--- src/rtl/irqc_pkg.sv ---
package irqc_pkg;
    localparam int N_SRC = 6;
    localparam int DW    = 8;
    localparam int AW    = 3;
    localparam int VW    = $clog2(N_SRC + 1);
    localparam int GIE_BIT = 7;

    typedef enum logic [AW-1:0] {
        A_GLB  = 3'd0,
        A_XMSK = 3'd1,
        A_XFLG = 3'd2,
        A_TMSK = 3'd3,
        A_TFLG = 3'd4
    } addr_e;

    // bit position of each source inside its mask/flag byte
    function automatic int src_bit(input int i);
        case (i)
            0: return 6;
            1: return 7;
            2: return 3;
            3: return 6;
            4: return 7;
            default: return 1;
        endcase
    endfunction

    // 1 when a source lives in the timer register pair
    function automatic bit src_tmr(input int i);
        return (i >= 2);
    endfunction

    typedef struct packed {
        logic gie;
    } glb_t;

    typedef struct packed {
        logic flag;
        logic mask;
    } cell_t;
endpackage

--- src/rtl/irqc_src_cell.sv ---
module irqc_src_cell (
    input  logic clk,
    input  logic rst_n,
    input  logic set_i,
    input  logic clr_i,
    input  logic mask_we_i,
    input  logic mask_i,
    output logic flag_o,
    output logic mask_o
);
    import irqc_pkg::*;

    cell_t cell_d, cell_q;

    always_comb begin
        cell_d = cell_q;
        if (mask_we_i) cell_d.mask = mask_i;
        if (clr_i)     cell_d.flag = 1'b0;
        if (set_i)     cell_d.flag = 1'b1;   // set beats clear
    end

    always_ff @(posedge clk) begin
        if (!rst_n) cell_q <= '0;
        else        cell_q <= cell_d;
    end

    assign flag_o = cell_q.flag;
    assign mask_o = cell_q.mask;
endmodule

--- src/rtl/irqc_prio.sv ---
module irqc_prio #(
    parameter int N  = 6,
    parameter int VW = $clog2(N + 1)
) (
    input  logic [N-1:0]  req_i,
    output logic [N-1:0]  grant_o,
    output logic [VW-1:0] vec_o
);
    always_comb begin
        grant_o = '0;
        vec_o   = '0;
        for (int i = N - 1; i >= 0; i--) begin
            if (req_i[i]) begin
                grant_o    = '0;
                grant_o[i] = 1'b1;
                vec_o      = VW'(i + 1);
            end
        end
    end
endmodule

--- src/rtl/irqc_ctrl.sv ---
module irqc_ctrl
    import irqc_pkg::*;
(
    input  logic          clk,
    input  logic          rst_n,
    input  logic [AW-1:0] addr,
    input  logic          wr_en,
    input  logic [DW-1:0] wr_data,
    output logic [DW-1:0] rd_data,
    input  logic [N_SRC-1:0] evt_i,
    output logic          irq_o,
    output logic [VW-1:0] vec_o,
    input  logic          ack_i,
    input  logic          reti_i
);
    glb_t glb_d, glb_q;
    logic [N_SRC-1:0] flag_v, mask_v, grant;
    logic [N_SRC-1:0] req;

    assign req   = flag_v & mask_v & {N_SRC{glb_q.gie}};
    assign irq_o = |req;

    irqc_prio #(.N(N_SRC), .VW(VW)) u_prio (
        .req_i  (req),
        .grant_o(grant),
        .vec_o  (vec_o)
    );

    for (genvar i = 0; i < N_SRC; i++) begin : g_src
        localparam int  BP  = src_bit(i);
        localparam bit  TMR = src_tmr(i);
        localparam logic [AW-1:0] FA = TMR ? A_TFLG : A_XFLG;
        localparam logic [AW-1:0] MA = TMR ? A_TMSK : A_XMSK;
        logic clr, mwe;
        assign clr = (wr_en && addr == FA && wr_data[BP]) ||
                     (ack_i && irq_o && grant[i]);
        assign mwe = wr_en && addr == MA;
        irqc_src_cell u_cell (
            .clk      (clk),
            .rst_n    (rst_n),
            .set_i    (evt_i[i]),
            .clr_i    (clr),
            .mask_we_i(mwe),
            .mask_i   (wr_data[BP]),
            .flag_o   (flag_v[i]),
            .mask_o   (mask_v[i])
        );
    end

    always_comb begin
        glb_d = glb_q;
        if (wr_en && addr == A_GLB) glb_d.gie = wr_data[GIE_BIT];
        if (reti_i)                 glb_d.gie = 1'b1;
        if (ack_i)                  glb_d.gie = 1'b0;
    end

    always_ff @(posedge clk) begin
        if (!rst_n) glb_q <= '0;
        else        glb_q <= glb_d;
    end

    logic [DW-1:0] xm, xf, tm, tf;
    always_comb begin
        xm = '0; xf = '0; tm = '0; tf = '0;
        for (int i = 0; i < N_SRC; i++) begin
            if (src_tmr(i)) begin
                tm[src_bit(i)] = mask_v[i];
                tf[src_bit(i)] = flag_v[i];
            end else begin
                xm[src_bit(i)] = mask_v[i];
                xf[src_bit(i)] = flag_v[i];
            end
        end
        case (addr)
            A_GLB:   begin rd_data = '0; rd_data[GIE_BIT] = glb_q.gie; end
            A_XMSK:  rd_data = xm;
            A_XFLG:  rd_data = xf;
            A_TMSK:  rd_data = tm;
            A_TFLG:  rd_data = tf;
            default: rd_data = '0;
        endcase
    end
endmodule

--- config.mk ---
export PLATFORM = sky130hd
export DESIGN_NAME = irqc_ctrl
export DESIGN_NICKNAME = d
export VERILOG_FILES = /design/src/rtl/irqc_pkg.sv /design/src/rtl/irqc_src_cell.sv /design/src/rtl/irqc_prio.sv /design/src/rtl/irqc_ctrl.sv
export SDC_FILE = /design/constraint.sdc
export NUM_CORES = 1
export LEC_CHECK = 0
export BUFFER_PORTS_ARGS = -buffer_cell sky130_fd_sc_hd__buf_2
export CORE_UTILIZATION = 42
export DETAILED_ROUTE_END_ITERATION = 8
export PLACE_DENSITY = 0.8
export SLEW_MARGIN = 10
export SYNTH_ARGS = -nofsm -noshare
export SYNTH_HDL_FRONTEND = slang
export SYNTH_SLANG_ARGS = --single-unit
--- constraint.sdc ---
create_clock -name clk -period 1.2 [get_ports clk]
set_input_delay 0.24 -clock clk [delete_from_list [all_inputs] [get_ports clk]]
set_output_delay 0.24 -clock clk [all_outputs]
set_load 0.02 [all_outputs]
## Yosys cells after proc, flatten, opt, wreduce, memory -nomap -nowiden

Index checks and enable logic that the tools add are counted.

- Input bits: 22
- Flip-flop bits (word level): 13
- Output and inout port bits: 12

- Mux-type cells: 27
- Bitwise operators: 3
- Reduce and logical (&&, ||, !) cells: 34
- Eq/ne operators: 4

Operator list:

| operator | number |
|---|---|
| 8-bit case mux with 5 select lines | 1 |
| 6-bit two-way mux | 6 |
| 1-bit logical AND | 18 |
| 3-bit two-way mux | 6 |
| 1-bit two-way mux | 14 |
| 2-bit nonzero test | 7 |
| 6-bit bitwise AND | 2 |
| 3-bit by 2-bit equality test with 1-bit output (second input constant) | 2 |
| 1-bit logical OR | 6 |
| 6-bit OR reduction | 1 |
| 3-bit by 1-bit equality test with 1-bit output (second input constant) | 1 |
| 3-bit equality test (second input constant) | 1 |
| 3-bit logical NOT | 1 |
| 2-bit OR reduction | 1 |
| 1-bit NOT | 1 |

## Longest topological paths before layout

- Depth in word-level cells: 12
- Gate-level depth with buffers: 5

## Modules after synthesis

A second synthesis with hierarchy kept.

- Cells, all modules: 114
- Area, all modules: 969.7 um^2

Modules (own cells, without submodules):

| module | area an instance (um^2) | instances | cells an instance |
|---|---|---|---|
| irqc_ctrl | 440.4 | 1 | 64 |
| irqc_src_cell | 70.1 | 6 | 6 |
| irqc_prio | 108.9 | 1 | 14 |

## Least setup slack after synthesis

No wires, ideal clock.

- Kind: register to output
- Start: register g_src[4].u_cell.cell_q (netlist bit g_src[4].u_cell.flag_o)
- End: output port vec_o[0]
- Stages on the path, launching flop included: 5
- Buffers on the path: 0
- Arrival time: 1.116 ns
- Slack: -0.156 ns
- Required time: 0.960 ns
- Cells stage by stage: dfxtp_1 nand2_1 a21oi_1 o21ai_0 a21boi_0

- Word-level cells in the longest chain between the ends: 7

RTL lines:

| what | line | text |
|---|---|---|
| from (decl) | irqc_src_cell.sv:13 | `cell_t cell_d, cell_q;` |
| from (signal assigned) | irqc_src_cell.sv:24 | `else cell_q <= cell_d;` |
| 6-bit bitwise AND (2 in series) | irqc_ctrl.sv:20 | `assign req = flag_v & mask_v & {N_SRC{glb_q.gie}};` |
| 3-bit two-way mux (5 in series) | irqc_prio.sv:13 | `if (req_i[i]) begin` |
| to (decl) | irqc_ctrl.sv:12 | `output logic [VW-1:0] vec_o,` |

No other way between the ends.

## Worst setup path after layout

- Start: register g_src[1].u_cell.cell_q (netlist bit g_src[1].u_cell.mask_o)
- End: output port rd_data[7]

- Word-level cells in the longest chain between the ends: 1

RTL lines:

| what | line | text |
|---|---|---|
| from (decl) | irqc_src_cell.sv:13 |  |
| from (signal assigned) | irqc_src_cell.sv:24 |  |
| 8-bit case mux with 5 select lines | irqc_ctrl.sv:74 | `case (addr)` |
| to (decl) | irqc_ctrl.sv:9 | `output logic [DW-1:0] rd_data,` |

No other way between the ends.

==> results.cfg <==
[run_status]
status = finished, violations left
violations = negative setup slack

[synthesis]
ys_warn_count = 0
syn_area_um2 = 871
seq_area_frac_synth_pct = 29.9
synth_top_cell_area_share_pct = 29.9
synth_seq_cells = 13
synth-edff-count = 0
synth.area.top_cells = dfxtp_1 30%, nor2b_1 8.6%, mux2i_1 6.9%
synthArstFlopShare_pct = 0
synth_cells = 98
synth_top_flop_cell = dfxtp_1
syn_avg_cell_area_um2 = 8.89
yosys.area.top_type = dfxtp_1
ys_types = 37

[placed_design]
numPortBuffers = 25
placed_area_mm2 = 0.00116
dp_hpwl_um = 1750
routabilityCongestion = 0.852

[min_path]
worstHoldPathType = in2reg

[flow_run]
cap_violations = 0

[timing]
fin_crit_ns = 1.62
setup_ws_ns = -0.421
setup_viol = 11
finalCritPeriodShare_pct = 135
max_freq_mhz = 617
final_max_slew_viol_count = 0
finClkSkew_ns = 0.00348
holdWs_ns = 0.156
tns_ns = -2.65
rsz0062_at_grt = yes
finalHoldViolCount = 0

[setup_path]
cp-end-kind = output port
crit_required_ns = 0.96
crit_type = reg2out
path_max_fanout = 3
critPathLaunchType = flop
arrival_ns = 1.38

[routing]
drc = 0
vias = 959
post_drt_wl_per_cell_um = 17.1
drtPass1Iterations = 4
postRouteWirelength_um = 2970
via_per_inst = 5.54
initialDrtViolationCount = 32
ant_nets = 0

[clock_network]
cts-root-buf = clkbuf_4
clk_pin_slew_ns = 0.08
clock_path_buffers = 2
clock-sinks = 13
cts_buffers = 3
clk-insertion-delay-late_ns = 0.29
hold_buffers = 0
cts_tree = done
h-tree-depth = 1

[global_routing]
grt_pass1_vias = 877
grt_max_degree = 14
grt_use_total_pct = 25.8
antenna_found_initial = 0
grt_pass1_wl_um = 3940
grt_overflow = 0

[cells_and_area]
multi_input_area_um2 = 652
stdcell_area_mm2 = 0.00140
seq_area_um2 = 279
syn2layout_area_growth_pct = 60.3
insertedDiodeCount = 0
final_common_cell = buf_4
layout_common_cells = 23 x buf_4, 14 x buf_2, 11 x buf_6, 8 x nor2b_1
fill_cells = 141
drive_above_1_share_pct = 56.2
nets = 169

[power_and_ir_drop]
p_switching_uw = 301
p_per_area_mw_per_mm2 = 728
p_seq_share_pct = 46.0
peakVddDrop_uv = 677
p_int_uw = 715
p_leak_uw = 0.000678
clkPwrFrac_pct = 27.9
combPwrFrac_pct = 26.1
p_sw_share_pct = 29.7

[die]
floorplan.initialDensity_pct = 44.4
die_area_mm2 = 0.00226
ios = 34
dieWidth_um = 47.5
row_count = 16
fp.dieH_um = 47.5
core_mm2 = 0.00196
worst paths after layout:
| kind | start | endpoint | slack [ns] | depth (start not counted) |
|---|---|---|---|---|
| worst max-delay path | g_src[1].u_cell.mask_o$_SDFFE_PN0P_ | rd_data[7] | -0.42 | 5 |
| worst min-delay path | evt_i[4] | g_src[4].u_cell.flag_o$_SDFFE_PN0P_ | 0.16 | 2 |
| worst min register to register | g_src[5].u_cell.mask_o$_SDFFE_PN0P_ | g_src[5].u_cell.mask_o$_SDFFE_PN0P_ | 0.54 | 2 |
| worst max register to register | g_src[1].u_cell.mask_o$_SDFFE_PN0P_ | g_src[3].u_cell.flag_o$_SDFFE_PN0P_ | -0.13 | 4 |
worst max-delay path: stages (launching register included):
cell     delay, ns
dfxtp_2       0.34
buf_6         0.11
mux2_4        0.26
a22oi_2       0.13
o22ai_2       0.09
buf_6         0.14
final cells by class:
class / instances / share of cell area, %
multi-input cells: 75 / 46.7
repair buffers: 49 / 27.7
flip-flops and latches: 13 / 20.0
well taps: 27 / 2.42
clock buffers: 4 / 1.88
inverters: 5 / 1.34
power by group through the flow:
stage	Clock (uW)	Combinational (uW)	Sequential, uW
2_1_floorplan	0	127	477
3_3_place_gp	0	205	476
3_5_place_dp	0	211	477
4_1_cts	284	241	469
5_1_grt	298	282	470
6_report	283	265	468
sequential cells by signal, summed over array words and instances (netlist names):
signal	flops
g_src.u_cell.flag_o	6
g_src.u_cell.mask_o	6
glb_q	1
kinds of logic after synthesis:
kind of cell	after synthesis	share of synthesized area [%]
flops	13	29.9
mux	8	9.48
simple gates	36	28.6
compound gates	27	23.1
other cells	1	0.431
buf+inv	13	8.48
synth_stat cells, types with 2 or more instances:
library cell	count
a21oi_1	2
a221oi_1	3
a22o_1	2
a22oi_1	2
a32o_1	2
and2_1	2
and4bb_1	2
buf_2	2
buf_4	4
dfxtp_1	13
inv_1	5
mux2i_1	6
nand2_1	9
nand3b_1	2
nor2_1	3
nor2b_1	12
o21a_1	4
o21ai_0	4
per-stage QoR:
stage               power [uW]  setup slack (ns)  util [%]  cells
global placement           681            -0.192      59.1    164
finish                    1020            -0.421      71.2    173
floorplan                  604           -0.0123         -    101
detailed placement         687            -0.221      59.1    164
CTS                        993            -0.411      67.4    170
global route              1050            -0.450      71.2    173
layer usage:
metal	wire [um]	GRT usage, %	part of all wire, %
met5	0	0	0
met4	76	14.4	2.6
met3	131	3.77	4.4
met2	1560	47.7	53
met1	1200	27.9	40
what timing repair did:
item,4_1_cts,5_1_grt
setup buffers,3,3
cloned,0,0
pin swaps,10,8
setup endpoints to repair,11,11
gates resized for setup,39,16
(Power assumes the default switching activity.)
